--- src/rtl/evtcap_pkg.sv ---
package evtcap_pkg;
  localparam int CNT_W  = 16;
  localparam int BYTE_W = 8;
  localparam int N_BYTE = CNT_W / BYTE_W;
  typedef logic [CNT_W-1:0]  stamp_t;
  typedef logic [BYTE_W-1:0] byte_t;
endpackage

--- src/rtl/evt_conditioner.sv ---
module evt_conditioner #(
  parameter int SYNC_N = 2,
  parameter int FILT_N = 4
) (
  input  logic clk,
  input  logic rst_n,
  input  logic raw,
  input  logic filt_en,
  output logic lvl
);
  logic [SYNC_N-1:0] sy;
  logic              s;
  logic [FILT_N-2:0] hist;
  logic              filt;
  logic              agree;

  always_ff @(posedge clk) begin
    if (!rst_n) sy <= '0;
    else        sy <= {sy[SYNC_N-2:0], raw};
  end
  assign s = sy[SYNC_N-1];

  generate
    if (FILT_N > 2) begin : g_wide
      always_ff @(posedge clk) begin
        if (!rst_n) hist <= '0;
        else        hist <= {hist[FILT_N-3:0], s};
      end
    end else begin : g_narrow
      always_ff @(posedge clk) begin
        if (!rst_n) hist <= '0;
        else        hist <= s;
      end
    end
  endgenerate

  assign agree = (&{hist, s}) | ~(|{hist, s});

  always_ff @(posedge clk) begin
    if (!rst_n)     filt <= 1'b0;
    else if (agree) filt <= s;
  end

  assign lvl = filt_en ? filt : s;

  // a filtered level only rises after the sample before it was already high
  assert_filter_persist_R6: assert property (@(posedge clk) disable iff (!rst_n)
    (filt_en && $past(filt_en) && $rose(lvl)) |-> $past(hist[0]));
endmodule

--- src/rtl/evt_edge_det.sv ---
module evt_edge_det (
  input  logic clk,
  input  logic rst_n,
  input  logic lvl,
  input  logic rise_sel,
  output logic hit
);
  logic prev;

  always_ff @(posedge clk) begin
    if (!rst_n) prev <= 1'b0;
    else        prev <= lvl;
  end

  assign hit = (lvl ^ prev) & ~(lvl ^ rise_sel);

  assert_edge_direction_R3: assert property (@(posedge clk) disable iff (!rst_n)
    hit |-> (lvl == rise_sel) && ($past(lvl) != rise_sel));
endmodule

--- src/rtl/cap_store.sv ---
module cap_store
  import evtcap_pkg::*;
(
  input  logic   clk,
  input  logic   rst_n,
  input  logic   hit,
  input  stamp_t cnt,
  input  logic   clr_wr1,
  input  logic   ack,
  input  logic   rd_lo,
  input  logic   rd_hi,
  output byte_t  rd_data,
  output logic   flag
);
  stamp_t cap_q;
  byte_t  tmp_q;

  always_ff @(posedge clk) begin
    if (!rst_n) begin
      cap_q <= '0;
      flag  <= 1'b0;
    end else begin
      if (hit) cap_q <= cnt;
      if (hit)                  flag <= 1'b1;
      else if (clr_wr1 || ack)  flag <= 1'b0;
    end
  end

  always_ff @(posedge clk) begin
    if (!rst_n)     tmp_q <= '0;
    else if (rd_lo) tmp_q <= cap_q[CNT_W-1:BYTE_W];
  end

  always_comb begin
    rd_data = '0;
    if (rd_lo)      rd_data = cap_q[BYTE_W-1:0];
    else if (rd_hi) rd_data = tmp_q;
  end

  assert_stamp_value_R4: assert property (@(posedge clk) disable iff (!rst_n)
    hit |=> cap_q == $past(cnt));
  assert_flag_with_load_R5: assert property (@(posedge clk) disable iff (!rst_n)
    hit |=> flag);
  assert_clear_works_R8: assert property (@(posedge clk) disable iff (!rst_n)
    (!hit && (clr_wr1 || ack)) |=> !flag);
  assert_capture_beats_clear_R9: assert property (@(posedge clk) disable iff (!rst_n)
    (hit && clr_wr1) |=> flag);
  assert_temp_latch_R7: assert property (@(posedge clk) disable iff (!rst_n)
    rd_lo |=> tmp_q == $past(cap_q[CNT_W-1:BYTE_W]));
  assert_reg_hold_R4: assert property (@(posedge clk) disable iff (!rst_n)
    !hit |=> $stable(cap_q));
endmodule

--- src/rtl/evt_capture_top.sv ---
module evt_capture_top
  import evtcap_pkg::*;
#(
  parameter int SYNC_N = 2,
  parameter int FILT_N = 4
) (
  input  logic             clk,
  input  logic             rst_n,
  input  logic             cap_pin,
  input  logic             cmp_out,
  input  logic             cfg_src_cmp,
  input  logic             cfg_rise,
  input  logic             cfg_filt_en,
  input  logic [CNT_W-1:0] cnt_val,
  input  logic             rd_lo,
  input  logic             rd_hi,
  input  logic             flag_clr,
  input  logic             irq_ack,
  output logic [BYTE_W-1:0] rd_data,
  output logic             cap_irq
);
  logic src_raw;
  logic lvl;
  logic hit;

  assign src_raw = cfg_src_cmp ? cmp_out : cap_pin;

  evt_conditioner #(.SYNC_N(SYNC_N), .FILT_N(FILT_N)) u_cond (
    .clk(clk), .rst_n(rst_n), .raw(src_raw), .filt_en(cfg_filt_en), .lvl(lvl));

  evt_edge_det u_edge (
    .clk(clk), .rst_n(rst_n), .lvl(lvl), .rise_sel(cfg_rise), .hit(hit));

  cap_store u_store (
    .clk(clk), .rst_n(rst_n), .hit(hit), .cnt(cnt_val),
    .clr_wr1(flag_clr), .ack(irq_ack), .rd_lo(rd_lo), .rd_hi(rd_hi),
    .rd_data(rd_data), .flag(cap_irq));
endmodule

--- config.mk ---
export PLATFORM = sky130hd
export DESIGN_NAME = evt_capture_top
export DESIGN_NICKNAME = d
export VERILOG_FILES = /design/src/rtl/evtcap_pkg.sv /design/src/rtl/evt_conditioner.sv /design/src/rtl/evt_edge_det.sv /design/src/rtl/cap_store.sv /design/src/rtl/evt_capture_top.sv
export SDC_FILE = /design/constraint.sdc
export NUM_CORES = 1
export LEC_CHECK = 0
export BUFFER_PORTS_ARGS = -buffer_cell sky130_fd_sc_hd__buf_2
export CORE_MARGIN = 1.5
export CORE_UTILIZATION = 39
export CTS_BUF_LIST = sky130_fd_sc_hd__clkbuf_4 sky130_fd_sc_hd__clkbuf_8
export CTS_CLUSTER_SIZE = 16
export DETAILED_ROUTE_END_ITERATION = 7
export PLACE_DENSITY = 0.69
export SLEW_MARGIN = 20
export SYNTH_ARGS = -nofsm -noshare
export SYNTH_HDL_FRONTEND = slang
export SYNTH_SLANG_ARGS = --single-unit
--- constraint.sdc ---
create_clock -name clk -period 1.2 [get_ports clk]
set_input_delay 0.06 -clock clk [delete_from_list [all_inputs] [get_ports clk]]
set_output_delay 0.06 -clock clk [all_outputs]
set_load 0.05 [all_outputs]
==> summary.txt, run 1 <==
Cells and area
  • Layout cells sized above 1: 31.1%
  • Final design area excluding fillers: 0.00196 mm²
  • Storage element area: approximately 650 µm²
  • Multi-input gate area: 684 µm²
  • Fillers: 300
  • Post-layout util: 58.7%
  • Layout net count: 232
  • Antenna diode count: 0
  • P&R area growth vs syn: 45.4%

Setup path
  • Worst setup EP type: flop
  • Critical Path Fanout Max: 17
  • Crit Path Class: flop to flop
  • Worst r2r path cells: 4
  • Crit start category: flop
  • Arrival time worst endpoint: 1.55 ns
  • CP Data Required Time: 1.47 ns

Synthesis
  • Most common cell in the netlist: nand2_1
  • Synth cell types: 18
  • Ys flop type: dfxtp_1
  • Ys Warns: 0
  • Top-area cell type share of the netlist area: 47.5%
  • Syn avg cell area: ~9.1 µm²
  • Register bit count reported by yosys: 32
  • Number of synthesized flops with an enable pin: 0
  • Synth async-reset ratio: 0%
  • Sequential share of the synthesized area: 47.5%
  • Synth top cells by count: nand2_1, dfxtp_1, mux2i_1
  • Top post-synthesis cells by area: dfxtp_1, mux2i_1, nand2_1
  • Mapped Cells: 148
  • Yosys top cell by area: dfxtp_1
  • Post-Syn Area: 0.00135 mm²
  • Post-synthesis net count: around 180

Floorplanning
  • Core Footprint: around 0.0033 mm²
  • Std cell rows: 21
  • Effective utilization at floorplan: 40.4%
  • Die Width: 61.8 µm
  • Top-Level Pins: 36
  • Die area: 0.00382 mm²
  • Die height: approximately 62 µm

Timing
  • RSZ-0062 raised after global routing: true
  • Clock skew: 0.00401 ns
  • Final Max Slew Viols: 0
  • Fin crit share: 107%
  • Fmax: 779 MHz
  • Final Hold Fails: 0
  • Tmin final: 1.28 ns
  • Slew HR: 70.8%
  • Setup slack after layout: -0.0841 ns
  • Slew @ Worst Pin: ~0.44 ns
  • Hold_ws: 0.0226 ns
  • Setup violations, final: 17

GRT
  • First-pass GRT wire length: approximately 4500 µm
  • Vias in the first global route: 1040
  • Total grt overflow: 0
  • GR Util All Layers: ~17%
  • Largest net degree at the start of global routing: 31
  • Initial antenna violation count: 0

Placed design
  • I/O Buffers: 35
  • Placed Area: 0.00162 mm²
  • DP HPWL: 1830 µm
  • GP Congestion: about 0.74

Clock network
  • Clock tree buffer depth: 2
  • CTS Sinks: 32
  • Post-CTS Setup Inserts: 0
  • Reg clk slew, reported paths: 0.10 ns
  • Worst-Skew Late Latency: approximately 0.33 ns
  • # H-tree levels: 2
  • TritonCTS Buffers: 5
  • CTS tree: built
  • Root buf cell: clkbuf_4

Detailed routing
  • Final WL: approximately 2800 µm
  • DRC: 0
  • Via count: approximately 1100
  • Antenna viol nets, final: 0
  • Initial drt markers: 22
  • Via/cell ratio: 4.52
  • Routed len/inst: 11.0 µm
  • TritonRoute pass-1 iters: 4

Power
  • Leakage: 0.936 nW
  • Pwr/cell area: 1150 mW/mm²
  • VDD IR max: 0.514 mV
  • Total power: 2.25 mW

Hold path
  • Hold Path Stages: 3
  • Hold WC Path Type: input port to flop

Job
  • MaxCap Viol Count: 0

Outcome
  • Violated checks: setup timing
  • Status: complete, but fails checks
==> logic make-up (layout without fill, tap and decap cells) <==
family          after synthesis  count (layout)  share of synthesized area [%]
compound gates               12              12                           5.01
flops                        32              32                           47.5
simple gates                 67              67                           22.0
buf+inv                      10              68                           4.09
mux                          27              27                           21.4
==> routing by layer <==
layer / vias up / GRT usage, % / share of wire, %
met1: 523 / 19.4 / 45
met3: 5 / 6.21 / 3.9
li1: 590 / - / -
met5: - / 0 / 0
met2: 20 / 27.5 / 50
met4: 0 / 6.38 / 1.4
==> placed cells by master (no fill, tap or decap), drive strengths merged <==
cell and instances:
and3 1, dlygate4sd3 20, nand2 49, o21ai 9, bufinv 1, buf 40, and2b 1, clkbuf 7
and2 5, a21boi 2, o31ai 1, mux2i 26, nor2 1, nor2b 10, mux2 1, dfxtp 32
==> flip-flops by register name (all words and copies together) (netlist names) <==
name,flops
u_cond.sy,2
u_edge.prev,1
u_store.tmp_q,8
u_store.cap_q,16
u_cond.hist,3
u_store.flag,1
u_cond.filt,1
==> critical path, cell delays in order, from the launching register on <==
cell	delay, ns
dfxtp_2	0.34
mux2_4	0.29
mux2i_4	0.19
buf_12	0.20
mux2i_1	0.20
==> cell type report <==
| type | instances | share of cell area [%] |
|---|---|---|
| clock buffers | 7 | 3.32 |
| clock inverters | 1 | 1.53 |
| multi-input cells | 106 | 34.9 |
| flip-flops and latches | 32 | 33.0 |
| well taps | 46 | 2.94 |
| repair buffers | 60 | 24.3 |
==> worst paths after layout <==
check | start | slack, ns | end
worst max-delay path | u_cond.sy[1] | -0.08 | u_store.cap_q[8]
worst min-delay path | cfg_src_cmp | 0.02 | u_cond.sy[0]
worst max register to register | u_cond.sy[1] | -0.08 | u_store.cap_q[8]
worst min register to register | u_cond.sy[0] | 0.45 | u_cond.sy[1]
==> per-stage QoR <==
stage	setup TNS, ns	std cells	worst slack (ns)
2_1_floorplan	-1.51	148	-0.146
3_3_place_gp	-0.0894	224	-0.0130
3_5_place_dp	-0.719	224	-0.0619
4_1_cts	-1.20	252	-0.101
5_1_grt	-2.16	252	-0.156
6_report	-1.01	252	-0.0841
==> timing repair <==
item | 4_1_cts | 5_1_grt
pin swaps | 0 | 1
endpoints found under the setup margin | 23 | 23
hold buffers | 20 | 0
endpoints found under the hold margin | 18 | 0
resized for setup | 7 | 13
==> report_power, final <==
group,switching (mW),internal [mW]
registers,0.0107,1.08
logic,0.110,0.134
clock network,0.361,0.553
Power figures use the tool's default switching activity.
==> inputs of run 2 (changes only) <==
- GPL_TIMING_DRIVEN: not set -> 0
- SETUP_SLACK_MARGIN: not set -> 0.2
==> run 2 against run 1 <==
Net effect:
- the run still ends with setup timing left
- non-clock buffer count up 7
- sequential power about the same
- register-to-register slack worse by 0.06 ns
- critical endpoint is now u_store.cap_q[6]
- sequential share of layout area down 2.0 points
- highest routed layer unchanged
- critical path type unchanged
- clock power up 1%
- clock skew up 0.0029 ns
- hold slack worse by 0.012 ns
- wire length up 18%
- sequential cell count unchanged
==> summary.txt, run 2 (synthesis results as in run 1) <==
Clock network
  • CTS Sinks: 32
  • Reg clk slew, reported paths: ~0.090 ns
  • Clock tree buffer depth: 2
  • TritonCTS Buffers: 5
  • CTS tree: built
  • # H-tree levels: 2
  • Root buf cell: clkbuf_4
  • Worst-Skew Late Latency: between 0.3 and 0.4 ns

Floorplanning
  • Core Footprint: about 0.0033 mm²
  • Top-Level Pins: 36
  • Die Width: 61.8 µm
  • Die height: 61.8 µm
  • Std cell rows: 21
  • Effective utilization at floorplan: 40.4%
  • Die area: 0.00382 mm²

GRT
  • Largest net degree at the start of global routing: 11
  • GR Util All Layers: 18.5%
  • First-pass GRT wire length: 5000 µm
  • Total grt overflow: 0
  • Initial antenna violation count: 0
  • Vias in the first global route: ~1200

Placed design
  • DP HPWL: 2120 µm
  • GP Congestion: 0.749
  • Placed Cells: 226
  • Placed Area: 0.00164 mm²
  • I/O Buffers: 32

Cells and area
  • Commonest non-fill, non-tap cells in the layout: nand2_1, mux2i_1, buf_2
  • Layout cells sized above 1: 37.1%
  • Multi-input gate area: 736 µm²
  • P&R area growth vs syn: 56.6%
  • Largest register FFs: 16
  • Layout net count: around 240
  • Most common cell after layout, fill and taps aside: nand2_1
  • Non-filler cells, final: 259
  • Storage element area: 653 µm²
  • Regs by FF count: u_store.cap_q x16, u_store.tmp_q x8, u_cond.hist x3
  • Most flops, register: u_store.cap_q
  • Final design area excluding fillers: 0.00211 mm²
  • Fillers: ~280
  • Antenna diode count: 0

Setup path
  • Worst r2r path cells: 5
  • Reg-to-reg startpoint: u_cond.sy[1]
  • Most frequent CP cell: buf_12
  • CP Data Required Time: 1.45 ns
  • CP max stage delay: 0.33 ns
  • Worst setup EP type: flop
  • Crit start category: flop
  • Critical Path Fanout Max: 5
  • R2R Path End: u_store.cap_q[6]
  • CP Buf/Inv Count: 2
  • Crit Path Class: flop to flop
  • Worst reg2reg setup slack: -0.14 ns
  • Arrival time worst endpoint: 1.59 ns
  • Worst-path cell chain: mux2_4 -> mux2i_4 -> buf_12 -> buf_12 -> mux2i_1
  • CP max stage cell: dfxtp_2
  • Delay-heaviest family, CP: multiplexers

Timing
  • RSZ-0062 raised after global routing: true
  • Slew HR: approximately 62%
  • Setup violations, final: 17
  • Clock skew: between 0.006 and 0.007 ns
  • Slew @ Worst Pin: 0.563 ns
  • Setup slack after layout: -0.139 ns
  • Final Hold Fails: 0
  • Tmin final: 1.34 ns
  • Fmax: 747 MHz
  • Final Max Slew Viols: 0
  • Fin crit share: 112%
  • Post-route setup TNS: -1.86 ns

Detailed routing
  • DRC: 0
  • Routed len/inst: 12.7 µm
  • Via count: 1215
  • Final WL: 3280 µm
  • Antenna viol nets, final: 0
  • Initial drt markers: 25
  • TritonRoute pass-1 iters: 4
  • Via/cell ratio: about 4.7

Power
  • Pwr/cell area: ~1100 mW/mm²
  • VDD IR max: 0.705 mV
  • Leakage: roughly 1 nW

Hold path
  • Worst Min Path Start: cfg_src_cmp
  • Hold WC Path Type: input port to flop
  • Hold worst-path end: u_cond.sy[0]
  • Hold Path Stages: 3

Outcome
  • Status: complete, but fails checks
  • Violated checks: setup timing

Job
  • MaxCap Viol Count: 0
## run 2: changes by cell type in the layout (fill, tap and decap cells not counted), sizes merged
cell / change
buf: +1
clkbuf: +6
## run 2: metal layers
metal  track usage, %  share of wire [%]  vias to the layer above
met5                0                  0                        -
met4             8.81                1.1                        0
met3             6.83                4.8                        4
met2             31.3                 52                       38
met1             20.7                 42                      558
li1                 -                  -                      615
## run 2: metrics by stage
stage               hold slack (ns)  power [mW]  setup slack, ns  utilization [%]
floorplan                     0.199        1.24           -0.146                -
global placement              0.303        1.31           -0.276             49.0
detailed placement            0.310        1.31           -0.334             49.0
CTS                         0.00204        2.30           -0.152             61.3
global route                 0.0152        2.40           -0.184             63.3
finish                       0.0108        2.29           -0.139             63.3
## run 2: report_power, final
part | total, mW | internal [mW] | leakage (nW) | switching, mW
logic | 0.274 | 0.148 | 0.664 | 0.126
clock network | 0.924 | 0.553 | 0.0515 | 0.371
registers | 1.09 | 1.08 | 0.264 | 0.0102
## run 2: how the worst max path moves through the flow
stage	start	endpoint	slack [ns]	cells past startpoint
after floorplan	u_cond.sy[1]	u_store.cap_q[10]	-0.15	4
after global placement	u_cond.sy[1]	u_store.cap_q[7]	-0.28	4
after detailed placement	u_cond.sy[1]	u_store.cap_q[6]	-0.33	4
after CTS	u_cond.filt	u_store.cap_q[6]	-0.15	4
after global routing	u_cond.sy[1]	u_store.cap_q[7]	-0.18	5
final	u_cond.sy[1]	u_store.cap_q[6]	-0.14	5
## run 2: worst register-to-register path: cells and delay by family (launching register included)
kind                   cells  cell delay (ns)
buffers and inverters      2             0.26
DFF                        1             0.33
muxes                      3             0.68
## run 2: cell type report
type | count | share of cell area (%)
well taps | 46 | 2.73
repair buffers | 57 | 23.5
clock buffers | 7 | 3.08
multi-input cells | 106 | 34.9
clock inverters | 1 | 1.42
plain buffers | 10 | 3.44
flip-flops and latches | 32 | 30.9
## run 2: what timing repair did
| item | in CTS | in global routing |
|---|---|---|
| hold buffers | 20 | 0 |
| cloned | 0 | 1 |
| endpoints found under the hold margin | 18 | 0 |
| buffers inserted | 2 | 2 |
| endpoints found under the setup margin | 25 | 26 |
| gates resized for setup | 35 | 6 |
| pin swaps | 2 | 2 |
==> inputs of run 3 (changes only) <==
- clock period: 1.2 -> 1.22 ns (I/O delays scaled with it)
==> run 3 against run 2 <==
Net effect:
- the run still ends with setup timing left
- hold slack improved by 0.093 ns
- clock power decreased by 27%
- sequential cell count unchanged
- sequential share of layout area increased by 0.13 points
- non-clock buffer count increased by 6
- global-route usage increased by 1.6 points
- register-to-register slack improved by 0.03 ns
==> summary.txt, run 3 (synthesis results as in run 1) <==
Timing
  • Slew HR: 61.2%
  • RSZ-0062 raised after global routing: true
  • Final Hold Fails: 0
  • Final Max Slew Viols: 0
  • Post-route setup TNS: -1.38 ns
  • Setup slack after layout: -0.105 ns
  • Clock skew: 0.00548 ns
  • Fin crit share: 109%
  • Fmax: around 750 MHz
  • Hold_ws: between 0.1 and 0.15 ns
  • Tmin final: 1.33 ns
  • Slew @ Worst Pin: about 0.58 ns
  • Setup violations, final: 17

Power
  • VDD IR max: 0.524 mV
  • Pwr/cell area: 961 mW/mm²
  • Total power: slightly above 2 mW
  • Leakage: 0.994 nW

Setup path
  • Worst setup path start: u_cond.sy[1]
  • Worst setup EP type: flop
  • Critical Path Fanout Max: 5
  • Reg-to-reg startpoint: u_cond.sy[1]
  • Crit start category: flop
  • Crit Path Class: flop to flop
  • R2R Path End: u_store.cap_q[5]
  • Worst r2r path cells: 5
  • Arrival time worst endpoint: between 1.5 and 2 ns
  • Worst reg2reg setup slack: -0.11 ns
  • CP Data Required Time: 1.48 ns
  • End of the critical path: u_store.cap_q[5]

Clock network
  • CTS Sinks: 32
  • CTS tree: built
  • TritonCTS Buffers: 5
  • Clock tree buffer depth: 2
  • Reg clk slew, reported paths: 0.09 ns
  • Worst-Skew Late Latency: 0.33 ns
  • # H-tree levels: 2
  • Root buf cell: clkbuf_4

Detailed routing
  • Via count: between 1000 and 1500
  • DRC: 0
  • Via/cell ratio: 4.60
  • Final WL: 3430 µm
  • Antenna viol nets, final: 0
  • Initial drt markers: 30
  • TritonRoute pass-1 iters: 4
  • Routed len/inst: between 10 and 15 µm

Cells and area
  • Non-filler cells, final: between 200 and 300
  • Layout cells sized above 1: about two fifths
  • Post-layout util: 63.0%
  • Largest register FFs: 16
  • Most flops, register: u_store.cap_q
  • P&R area growth vs syn: 56.0%
  • Antenna diode count: 0
  • Regs by FF count: u_store.cap_q x16, u_store.tmp_q x8, u_cond.hist x3
  • Commonest non-fill, non-tap cells in the layout: nand2_1, mux2i_1, buf_2
  • Most common cell after layout, fill and taps aside: nand2_1
  • Layout net count: 245

Floorplanning
  • Die area: 0.00382 mm²
  • Core Footprint: 0.00334 mm²
  • Die Width: 61.8 µm
  • Top-Level Pins: 36
  • Std cell rows: 21
  • Die height: between 60 and 70 µm
  • Effective utilization at floorplan: approximately two fifths

GRT
  • Total grt overflow: 0
  • First-pass GRT wire length: 5440 µm
  • GR Util All Layers: 20.1%
  • Vias in the first global route: 1276
  • Initial antenna violation count: 0
  • Largest net degree at the start of global routing: 11

Outcome
  • Violated checks: setup timing
  • Status: complete, but fails checks

Placed design
  • I/O Buffers: 32
  • Placed Cells: 226
  • GP Congestion: 0.697
  • DP HPWL: 2110 µm

Hold path
  • Hold WC Path Type: input port to flop

Job
  • MaxCap Viol Count: 0
## run 3: changes by cell type in the layout (fill, tap and decap cells not counted), sizes merged
cell,before,now
buf,41,47
bufinv,1,0
dlygate4sd3,20,21
## run 3: what timing repair did
item,4_1_cts,5_1_grt
gates cloned,1,0
gates resized for setup,37,5
setup buffers,8,1
endpoints found under the hold margin,18,1
pin swaps,3,3
hold buffers,20,1
endpoints found under the setup margin,25,26
## run 3: routing by layer
layer | wire (µm) | global-route usage (%) | vias to the layer above
met5 | 0 | 0 | -
met4 | 46 | 6.38 | 0
met3 | 141 | 7.66 | 6
met2 | 1820 | 36.4 | 26
met1 | 1420 | 21.5 | 569
li1 | - | - | 619
## run 3: how the worst min path moves through the flow
stage,start,to,depth (start not counted)
3_5_place_dp,cnt_val[12],u_store.cap_q[12],3
4_1_cts,cfg_src_cmp,u_cond.sy[0],3
5_1_grt,rst_n,u_store.tmp_q[6],2
6_report,rst_n,u_store.tmp_q[7],2
3_3_place_gp,cnt_val[12],u_store.cap_q[12],3
2_1_floorplan,cnt_val[0],u_store.cap_q[0],2
## run 3: worst max-delay path, stage by stage, from the launching register on
cell	delay [ns]
dfxtp_2	0.33
mux2_4	0.29
mux2i_4	0.19
buf_12	0.15
buf_12	0.12
mux2i_1	0.18
## run 3: metrics by stage
stage	worst slack (ns)	area, µm²
finish	-0.105	2100
global route	-0.171	2100
CTS	-0.113	2070
detailed placement	-0.257	1620
global placement	-0.219	1620
floorplan	-0.126	1400
## run 3: power by group
part	internal, mW	leakage, nW	switching (mW)
Combinational	0.148	0.690	0.122
Sequential	1.06	0.264	0.0112
Clock	0.329	0.0394	0.346
Total	1.54	0.994	0.479
## run 3: area by class of cell
| cell class | count | area (µm²) |
|---|---|---|
| Timing Repair Buffer | 63 | 534 |
| Buffer | 10 | 70.1 |
| Sequential cell | 32 | 653 |
| Multi-Input combinational cell | 106 | 721 |
| Fill cell | 269 | 1230 |
| Clock buffer | 8 | 66.3 |
| Tap cell | 46 | 57.6 |
